**src/rtl/mbox_pkg.sv**
```systemverilog
package mbox_pkg;
  localparam int unsigned AW = 10;
  localparam int unsigned DW = 32;
  localparam int unsigned HALF = 16;

  localparam logic [AW-1:0] OFS_CTRL   = 10'h000;
  localparam logic [AW-1:0] OFS_MASK   = 10'h004;
  localparam logic [AW-1:0] OFS_SETCLR = 10'h008;
  localparam logic [AW-1:0] OFS_STAT   = 10'h00C;
  localparam logic [AW-1:0] BANK_STEP  = 10'h010;
  localparam logic [AW-1:0] OFS_COUNT  = 10'h3F0;
  localparam logic [AW-1:0] OFS_REV    = 10'h3F4;

  localparam int unsigned RX_EN_BIT = 0;
  localparam int unsigned TX_EN_BIT = 16;

  // Write strobes that one port's decoder hands to its own bank.
  typedef struct packed {
    logic          ctrl_we;
    logic          mask_we;
    logic          sc_we;
    logic [DW-1:0] wdata;
  } bank_wr_t;

  // One bit for each implemented channel.
  function automatic logic [HALF-1:0] chan_mask(input int unsigned n);
    logic [HALF-1:0] m;
    m = '0;
    for (int unsigned i = 0; i < HALF; i++) begin
      if (i < n) m[i] = 1'b1;
    end
    return m;
  endfunction
endpackage

```
**src/rtl/mbox_port_dec.sv**
```systemverilog
module mbox_port_dec
  import mbox_pkg::*;
#(
  parameter int unsigned PID     = 0,
  parameter int unsigned NCH     = 16,
  parameter int unsigned VER_MAJ = 1,
  parameter int unsigned VER_MIN = 0
) (
  input  logic            clk,
  input  logic            rst_n,
  input  logic            wr,
  input  logic            rd,
  input  logic [AW-1:0]   addr,
  input  logic [DW-1:0]   wdata,
  input  logic [DW-1:0]   ctrl_rd,
  input  logic [DW-1:0]   mask_rd,
  input  logic [HALF-1:0] stat_rd,
  output bank_wr_t        bwr,
  output logic [DW-1:0]   rdata
);
  localparam logic [AW-1:0] BASE      = (PID == 0) ? 10'h000 : BANK_STEP;
  localparam logic [AW-1:0] A_CTRL    = BASE + OFS_CTRL;
  localparam logic [AW-1:0] A_MASK    = BASE + OFS_MASK;
  localparam logic [AW-1:0] A_SETCLR  = BASE + OFS_SETCLR;
  localparam logic [AW-1:0] A_STAT    = BASE + OFS_STAT;
  localparam logic [7:0]    COUNT_VAL = 8'(NCH);
  localparam logic [7:0]    REV_VAL   = {4'(VER_MAJ), 4'(VER_MIN)};

  logic [DW-1:0] rsel;

  // Write decode: only this port's own bank is reachable.
  always_comb begin
    bwr         = '0;
    bwr.wdata   = wdata;
    bwr.ctrl_we = wr && (addr == A_CTRL);
    bwr.mask_we = wr && (addr == A_MASK);
    bwr.sc_we   = wr && (addr == A_SETCLR);
  end

  // Read select. The set/clear offset and every unmapped offset read 0.
  always_comb begin
    rsel = '0;
    if (addr == A_CTRL) begin
      rsel = ctrl_rd;
    end else if (addr == A_MASK) begin
      rsel = mask_rd;
    end else if (addr == A_STAT) begin
      rsel = {{(DW-HALF){1'b0}}, stat_rd};
    end else if (addr == OFS_COUNT) begin
      rsel = {{(DW-8){1'b0}}, COUNT_VAL};
    end else if (addr == OFS_REV) begin
      rsel = {{(DW-8){1'b0}}, REV_VAL};
    end
  end

  // Read data is loaded on a read strobe and held otherwise.
  always_ff @(posedge clk or negedge rst_n) begin
    if (!rst_n) begin
      rdata <= '0;
    end else if (rd) begin
      rdata <= rsel;
    end
  end
endmodule

```
**src/rtl/mbox_ctrl_regs.sv**
```systemverilog
module mbox_ctrl_regs
  import mbox_pkg::*;
#(
  parameter int unsigned NCH = 16
) (
  input  logic          clk,
  input  logic          rst_n,
  input  bank_wr_t      bwr,
  output logic [DW-1:0] ctrl_q,
  output logic [DW-1:0] mask_q
);
  localparam logic [HALF-1:0] CHM       = chan_mask(NCH);
  localparam logic [DW-1:0]   MASK_KEEP = {CHM, CHM};
  localparam logic [DW-1:0]   CTRL_KEEP = (DW'(1) << RX_EN_BIT) | (DW'(1) << TX_EN_BIT);

  always_ff @(posedge clk or negedge rst_n) begin
    if (!rst_n) begin
      ctrl_q <= '0;
      mask_q <= MASK_KEEP;
    end else begin
      if (bwr.ctrl_we) ctrl_q <= bwr.wdata & CTRL_KEEP;
      if (bwr.mask_we) mask_q <= bwr.wdata & MASK_KEEP;
    end
  end
endmodule

```
**src/rtl/mbox_flag_array.sv**
```systemverilog
module mbox_flag_array
  import mbox_pkg::*;
#(
  parameter int unsigned NPROC = 2,
  parameter int unsigned NCH   = 16
) (
  input  logic                       clk,
  input  logic                       rst_n,
  input  logic [NPROC-1:0][HALF-1:0] set_req,
  input  logic [NPROC-1:0][HALF-1:0] clr_req,
  output logic [NPROC-1:0][HALF-1:0] stat_q
);
  localparam logic [HALF-1:0] CHM = chan_mask(NCH);

  for (genvar p = 0; p < NPROC; p++) begin : g_proc
    // A set beats a clear of the same flag in the same cycle.
    always_ff @(posedge clk or negedge rst_n) begin
      if (!rst_n) begin
        stat_q[p] <= '0;
      end else begin
        stat_q[p] <= ((stat_q[p] & ~clr_req[p]) | set_req[p]) & CHM;
      end
    end
  end
endmodule

```
**src/rtl/mbox_irq_gen.sv**
```systemverilog
module mbox_irq_gen
  import mbox_pkg::*;
#(
  parameter int unsigned NCH = 16
) (
  input  logic                clk,
  input  logic                rst_n,
  input  logic [1:0]          rx_en,
  input  logic [1:0]          tx_en,
  input  logic [1:0][DW-1:0]  mask,
  input  logic [1:0][HALF-1:0] stat,
  output logic [1:0]          rx_irq,
  output logic [1:0]          tx_irq
);
  localparam logic [HALF-1:0] CHM = chan_mask(NCH);

  for (genvar p = 0; p < 2; p++) begin : g_irq
    localparam int unsigned Q = 1 - p;
    logic rx_hit;
    logic tx_hit;

    // Receive: the peer has occupied a channel that this side has unmasked.
    assign rx_hit = |(stat[Q] & ~mask[p][HALF-1:0] & CHM);
    // Transmit: an own channel is free and this side has unmasked it.
    assign tx_hit = |(~stat[p] & ~mask[p][DW-1:HALF] & CHM);

    always_ff @(posedge clk or negedge rst_n) begin
      if (!rst_n) begin
        rx_irq[p] <= 1'b0;
        tx_irq[p] <= 1'b0;
      end else begin
        rx_irq[p] <= rx_en[p] & rx_hit;
        tx_irq[p] <= tx_en[p] & tx_hit;
      end
    end
  end
endmodule

```
**src/rtl/mbox_flag_ctrl.sv**
```systemverilog
module mbox_flag_ctrl
  import mbox_pkg::*;
#(
  parameter int unsigned NCH     = 12,
  parameter int unsigned VER_MAJ = 1,
  parameter int unsigned VER_MIN = 0
) (
  input  logic                clk,
  input  logic                rst_n,
  input  logic [1:0]          p_wr,
  input  logic [1:0]          p_rd,
  input  logic [1:0][AW-1:0]  p_addr,
  input  logic [1:0][DW-1:0]  p_wdata,
  output logic [1:0][DW-1:0]  p_rdata,
  output logic [1:0]          rx_irq,
  output logic [1:0]          tx_irq
);
  bank_wr_t [1:0]        bwr;
  logic [1:0][DW-1:0]    ctrl_v;
  logic [1:0][DW-1:0]    mask_v;
  logic [1:0][HALF-1:0]  own_stat;
  logic [1:0][HALF-1:0]  set_req;
  logic [1:0][HALF-1:0]  clr_req;
  logic [1:0]            rx_en;
  logic [1:0]            tx_en;

  for (genvar p = 0; p < 2; p++) begin : g_bank
    localparam int unsigned Q = 1 - p;

    mbox_port_dec #(
      .PID(p), .NCH(NCH), .VER_MAJ(VER_MAJ), .VER_MIN(VER_MIN)
    ) u_dec (
      .clk     (clk),
      .rst_n   (rst_n),
      .wr      (p_wr[p]),
      .rd      (p_rd[p]),
      .addr    (p_addr[p]),
      .wdata   (p_wdata[p]),
      .ctrl_rd (ctrl_v[p]),
      .mask_rd (mask_v[p]),
      .stat_rd (own_stat[p]),
      .bwr     (bwr[p]),
      .rdata   (p_rdata[p])
    );

    mbox_ctrl_regs #(.NCH(NCH)) u_regs (
      .clk    (clk),
      .rst_n  (rst_n),
      .bwr    (bwr[p]),
      .ctrl_q (ctrl_v[p]),
      .mask_q (mask_v[p])
    );

    // A processor's upper half sets its own flags; the peer's lower half clears them.
    assign set_req[p] = bwr[p].sc_we ? bwr[p].wdata[DW-1:HALF] : '0;
    assign clr_req[p] = bwr[Q].sc_we ? bwr[Q].wdata[HALF-1:0]  : '0;
    assign rx_en[p]   = ctrl_v[p][RX_EN_BIT];
    assign tx_en[p]   = ctrl_v[p][TX_EN_BIT];
  end

  mbox_flag_array #(.NPROC(2), .NCH(NCH)) u_flags (
    .clk     (clk),
    .rst_n   (rst_n),
    .set_req (set_req),
    .clr_req (clr_req),
    .stat_q  (own_stat)
  );

  mbox_irq_gen #(.NCH(NCH)) u_irq (
    .clk    (clk),
    .rst_n  (rst_n),
    .rx_en  (rx_en),
    .tx_en  (tx_en),
    .mask   (mask_v),
    .stat   (own_stat),
    .rx_irq (rx_irq),
    .tx_irq (tx_irq)
  );
endmodule

```
**config.mk**
```make
export PLATFORM = sky130hd
export DESIGN_NAME = mbox_flag_ctrl
export DESIGN_NICKNAME = d
export VERILOG_FILES = /design/src/rtl/mbox_pkg.sv /design/src/rtl/mbox_port_dec.sv /design/src/rtl/mbox_ctrl_regs.sv /design/src/rtl/mbox_flag_array.sv /design/src/rtl/mbox_irq_gen.sv /design/src/rtl/mbox_flag_ctrl.sv
export SDC_FILE = /design/constraint.sdc
export NUM_CORES = 1
export LEC_CHECK = 0
export ABC_AREA = 0
export ABC_CLOCK_PERIOD_IN_PS = 2000
export CAP_MARGIN = 20
export CORE_ASPECT_RATIO = 0.75
export CORE_MARGIN = 2
export CORE_UTILIZATION = 28
export DETAILED_ROUTE_END_ITERATION = 7
export DONT_BUFFER_PORTS = 1
export SLEW_MARGIN = 20
export SYNTH_ARGS = -nofsm -noshare
export SYNTH_HDL_FRONTEND = slang
export SYNTH_SLANG_ARGS = --single-unit
```
**constraint.sdc**
```tcl
create_clock -name clk -period 2 [get_ports clk]
set_clock_uncertainty 0.2 [all_clocks]
set_input_delay 0.1 -clock clk [delete_from_list [all_inputs] [get_ports clk]]
set_output_delay 0.1 -clock clk [all_outputs]
set_load 0.03 [all_outputs]
```
==> results.sh <==
export IMPL_status="finished, violations left"
export IMPL_failed_checks="hold timing"
export IMPL_setup_viol=0
export IMPL_numCtsBuffers=17
export IMPL_critPathArrivalTime_ps=2040
export IMPL_post_place_ws_ps=-1.43
export IMPL_cts_root_buffer="clkbuf_16"
export IMPL_synth_commonest_cells="80 x dfrtp_1, 48 x dfstp_2, 47 x a22o_1"
export IMPL_route_detailed_drc=0
export IMPL_ir_drop_mv=0.527
export IMPL_first_global_vias=4676
export IMPL_clk_latency_ps=410
export IMPL_worstMarginPinSlew_ps=731
export IMPL_die_y_um=131
export IMPL_postLayoutCellArea_sq_um=7930
export IMPL_synth_distinct_cells=50
export IMPL_grt_max_degree=129
export IMPL_layout_nets=682
export IMPL_grt_pass1_wl_um=28700
export IMPL_dieArea_sq_um=22600
export IMPL_fin_crit_ps=1950
export IMPL_dp_hpwl_um=13300
export IMPL_worst_hold_slack_ps=-820
export IMPL_synthMuxAreaShare_pct=14.3
export IMPL_min_path_type="primary input to async pin"
export IMPL_ios=158
export IMPL_critPathRequiredTime_ps=2080
export IMPL_viasPerCell=5.03
export IMPL_start_kind="primary input"
export IMPL_clk_path_buf_depth=2
export IMPL_vias=4499
export IMPL_yosysWarnings=0
export IMPL_path_clk_slew_ps=60
export IMPL_fin_setup_tns_ps=0
export IMPL_yosysTopAreaCell="dfrtp_1"
export IMPL_post_route_period_util_pct=97.7
export IMPL_yosys_area_share_xor_xnor_pct=0
export IMPL_endpoint_kind="flop"
export IMPL_ys_async_sr_fraction_pct=100
export IMPL_seq_area_frac_synth_pct=54.4
export IMPL_initialDrtViolationCount=373
export IMPL_syn2layout_area_growth_pct=32.2
export IMPL_gp_congestion=0.845
export IMPL_setup_worst_path_class="primary input to flop"
export IMPL_leakage_nw=3.36
export IMPL_rsz0062_at_grt="false"
export IMPL_synth_edff_count=0
export IMPL_drv_cap=0
export IMPL_track_usage_pct=16.9
export IMPL_drt_pass1_iterations=4
export IMPL_synth_cell_area_sq_um=6000
export IMPL_cts_hold_buffers_added=99
export IMPL_std_cell_rows=46
export IMPL_slew_violations=0
export IMPL_cts_sinks=128
export IMPL_core_sq_um=21100
export IMPL_syn_area_per_cell_sq_um=12.6
export IMPL_syn_inst=478
export IMPL_drive_gt1_share_pct=27.9
export IMPL_fin_util_pct=37.7
export IMPL_relSlewSlack_pct=51.3
export IMPL_ys_flop_type="dfrtp_1"
export IMPL_synth_area_top_cells="dfrtp_1 33%, dfstp_2 21%, mux2_4 10%, a22o_1 6.9%, mux2_2 2.4%"
export IMPL_port_buffers=0
export IMPL_routed_wirelength_um=18900
export IMPL_path_max_fanout=11
export IMPL_wl_per_cell_um=21.1
export IMPL_power_density_nw_per_um2=761
export IMPL_fin_ws_ps=46.2
export IMPL_cts_tree="done"
export IMPL_synth_compound_area_share_pct=15.3
export IMPL_initial_core_util_pct=28.5
export IMPL_synth_top_family_by_area="compound AO/OA/AOI/OAI gates"
export IMPL_synth_fa_ha_area_share_pct=0
export IMPL_ys_ff_latch=128
export IMPL_hold_viol_final=130
export IMPL_place_area_sq_um=6270
export IMPL_drtAntennaViolNets=0
export IMPL_grt_remaining_overflow=0
export IMPL_synth_top_area_share_pct=33.4
export IMPL_htreeDepth=4
export IMPL_max_freq_mhz=512
export IMPL_die_width_um=173
export IMPL_synth_most_common_cell="dfrtp_1"
export IMPL_antenna_found_initial=1
export IMPL_synthSimpleGateAreaFrac_pct=8.47
[layout by cell type, fill, tap and decap left out, types with 2 or more instances in the layout]
cell            count
nand2_1            37
clkinvlp_4          3
dlymetal6s4s_1      4
nor3b_1             2
nand3_1             4
nand4_1             2
nor2_1             10
mux2_4             40
or4_4               2
bufinv_16           2
inv_1              38
a31oi_1             2
buf_6               2
conb_1             16
buf_4              15
nor4_4              2
dlygate4sd3_1      95
nand3b_1            2
dfrtp_1            79
a32oi_1             7
clkinv_4            4
mux2i_1            11
a22o_1             47
nor4_1              6
nor3_1              6
nor3_2              2
buf_12              3
a22oi_1             5
o21ai_0            16
or2_2               2
o2bb2ai_1           9
o31a_1              2
mux2_2             13
a221oi_1            6
dfstp_2            48
clkinv_2            5
clkbuf_16          18
o22ai_1            18
[logic make-up (layout without fill, tap and decap cells)]
family                 Yosys count  count (layout)
other                            1              17
and+or+nand+nor                 86              86
AOI/OAI and AO/OA              119             119
muxes                           64              64
DFF                            128             128
buffers and inverters           80             192
[power breakdown]
part / internal (mW) / switching [mW]
logic: 0.164 / 0.158
registers: 2.63 / 0.0327
clock network: 1.86 / 1.19
[critical path: stages]
cell	delay, ps
or4_1	570
buf_4	200
nor3_4	170
buf_12	170
nand2_1	80
a22o_1	190
dlygate4sd3_1	550
[what timing repair did]
item	4_1_cts	5_1_grt
setup endpoints to repair	0	29
buffers inserted	0	4
gates resized for setup	0	9
hold endpoints to repair	231	128
[registers in the layout, indices dropped and copies added (netlist names)]
| register | cells |
|---|---|
| g_bank.u_dec.rdata | 48 |
| g_bank.u_regs.ctrl_q | 4 |
| g_bank.u_regs.mask_q | 48 |
| u_flags.stat_q | 24 |
| u_irq.rx_irq | 2 |
| u_irq.tx_irq | 2 |
[worst paths after layout]
kind                                       startpoint                         end  slack, ps  depth (start not counted)
max                                         p_addr[1]          u_flags.stat_q[16]         50                          7
min                                             rst_n    g_bank[0].u_dec.rdata[2]       -820                          0
max reg2reg                g_bank[0].u_regs.mask_q[4]    g_bank[0].u_dec.rdata[4]         80                          5
min reg2reg                g_bank[1].u_regs.ctrl_q[0]             u_irq.rx_irq[1]        320                          2
max in group asynchronous                       rst_n  g_bank[1].u_regs.mask_q[7]       2120                          0
min in group clk                              p_rd[1]    g_bank[1].u_dec.rdata[4]        -20                          2
[layout make-up]
class | instances | area, sq um
Fill cell | 2087 | 13100
Sequential cell | 128 | 3260
Multi-Input combinational cell | 285 | 2350
Timing Repair Buffer | 121 | 1230
Clock buffer | 18 | 439
Tap cell | 288 | 360
Inverter | 39 | 146
Clock inverter | 14 | 143
Antenna cell | 1 | 2.50
[layer usage]
| layer | wire (um) | GRT usage, % |
|---|---|---|
| met1 | 8730 | 23.9 |
| met2 | 8170 | 25.2 |
| met3 | 1860 | 5.30 |
| met4 | 134 | 3.99 |
| met5 | 0 | 0 |
[metrics by stage]
step	cells	power, mW
3_5_place_dp	756	2.85
2_1_floorplan	493	2.86
6_report	894	6.04
4_1_cts	887	6.06
5_1_grt	894	6.23
3_3_place_gp	756	2.84
No activity file was read; power rests on OpenSTA's default activity.
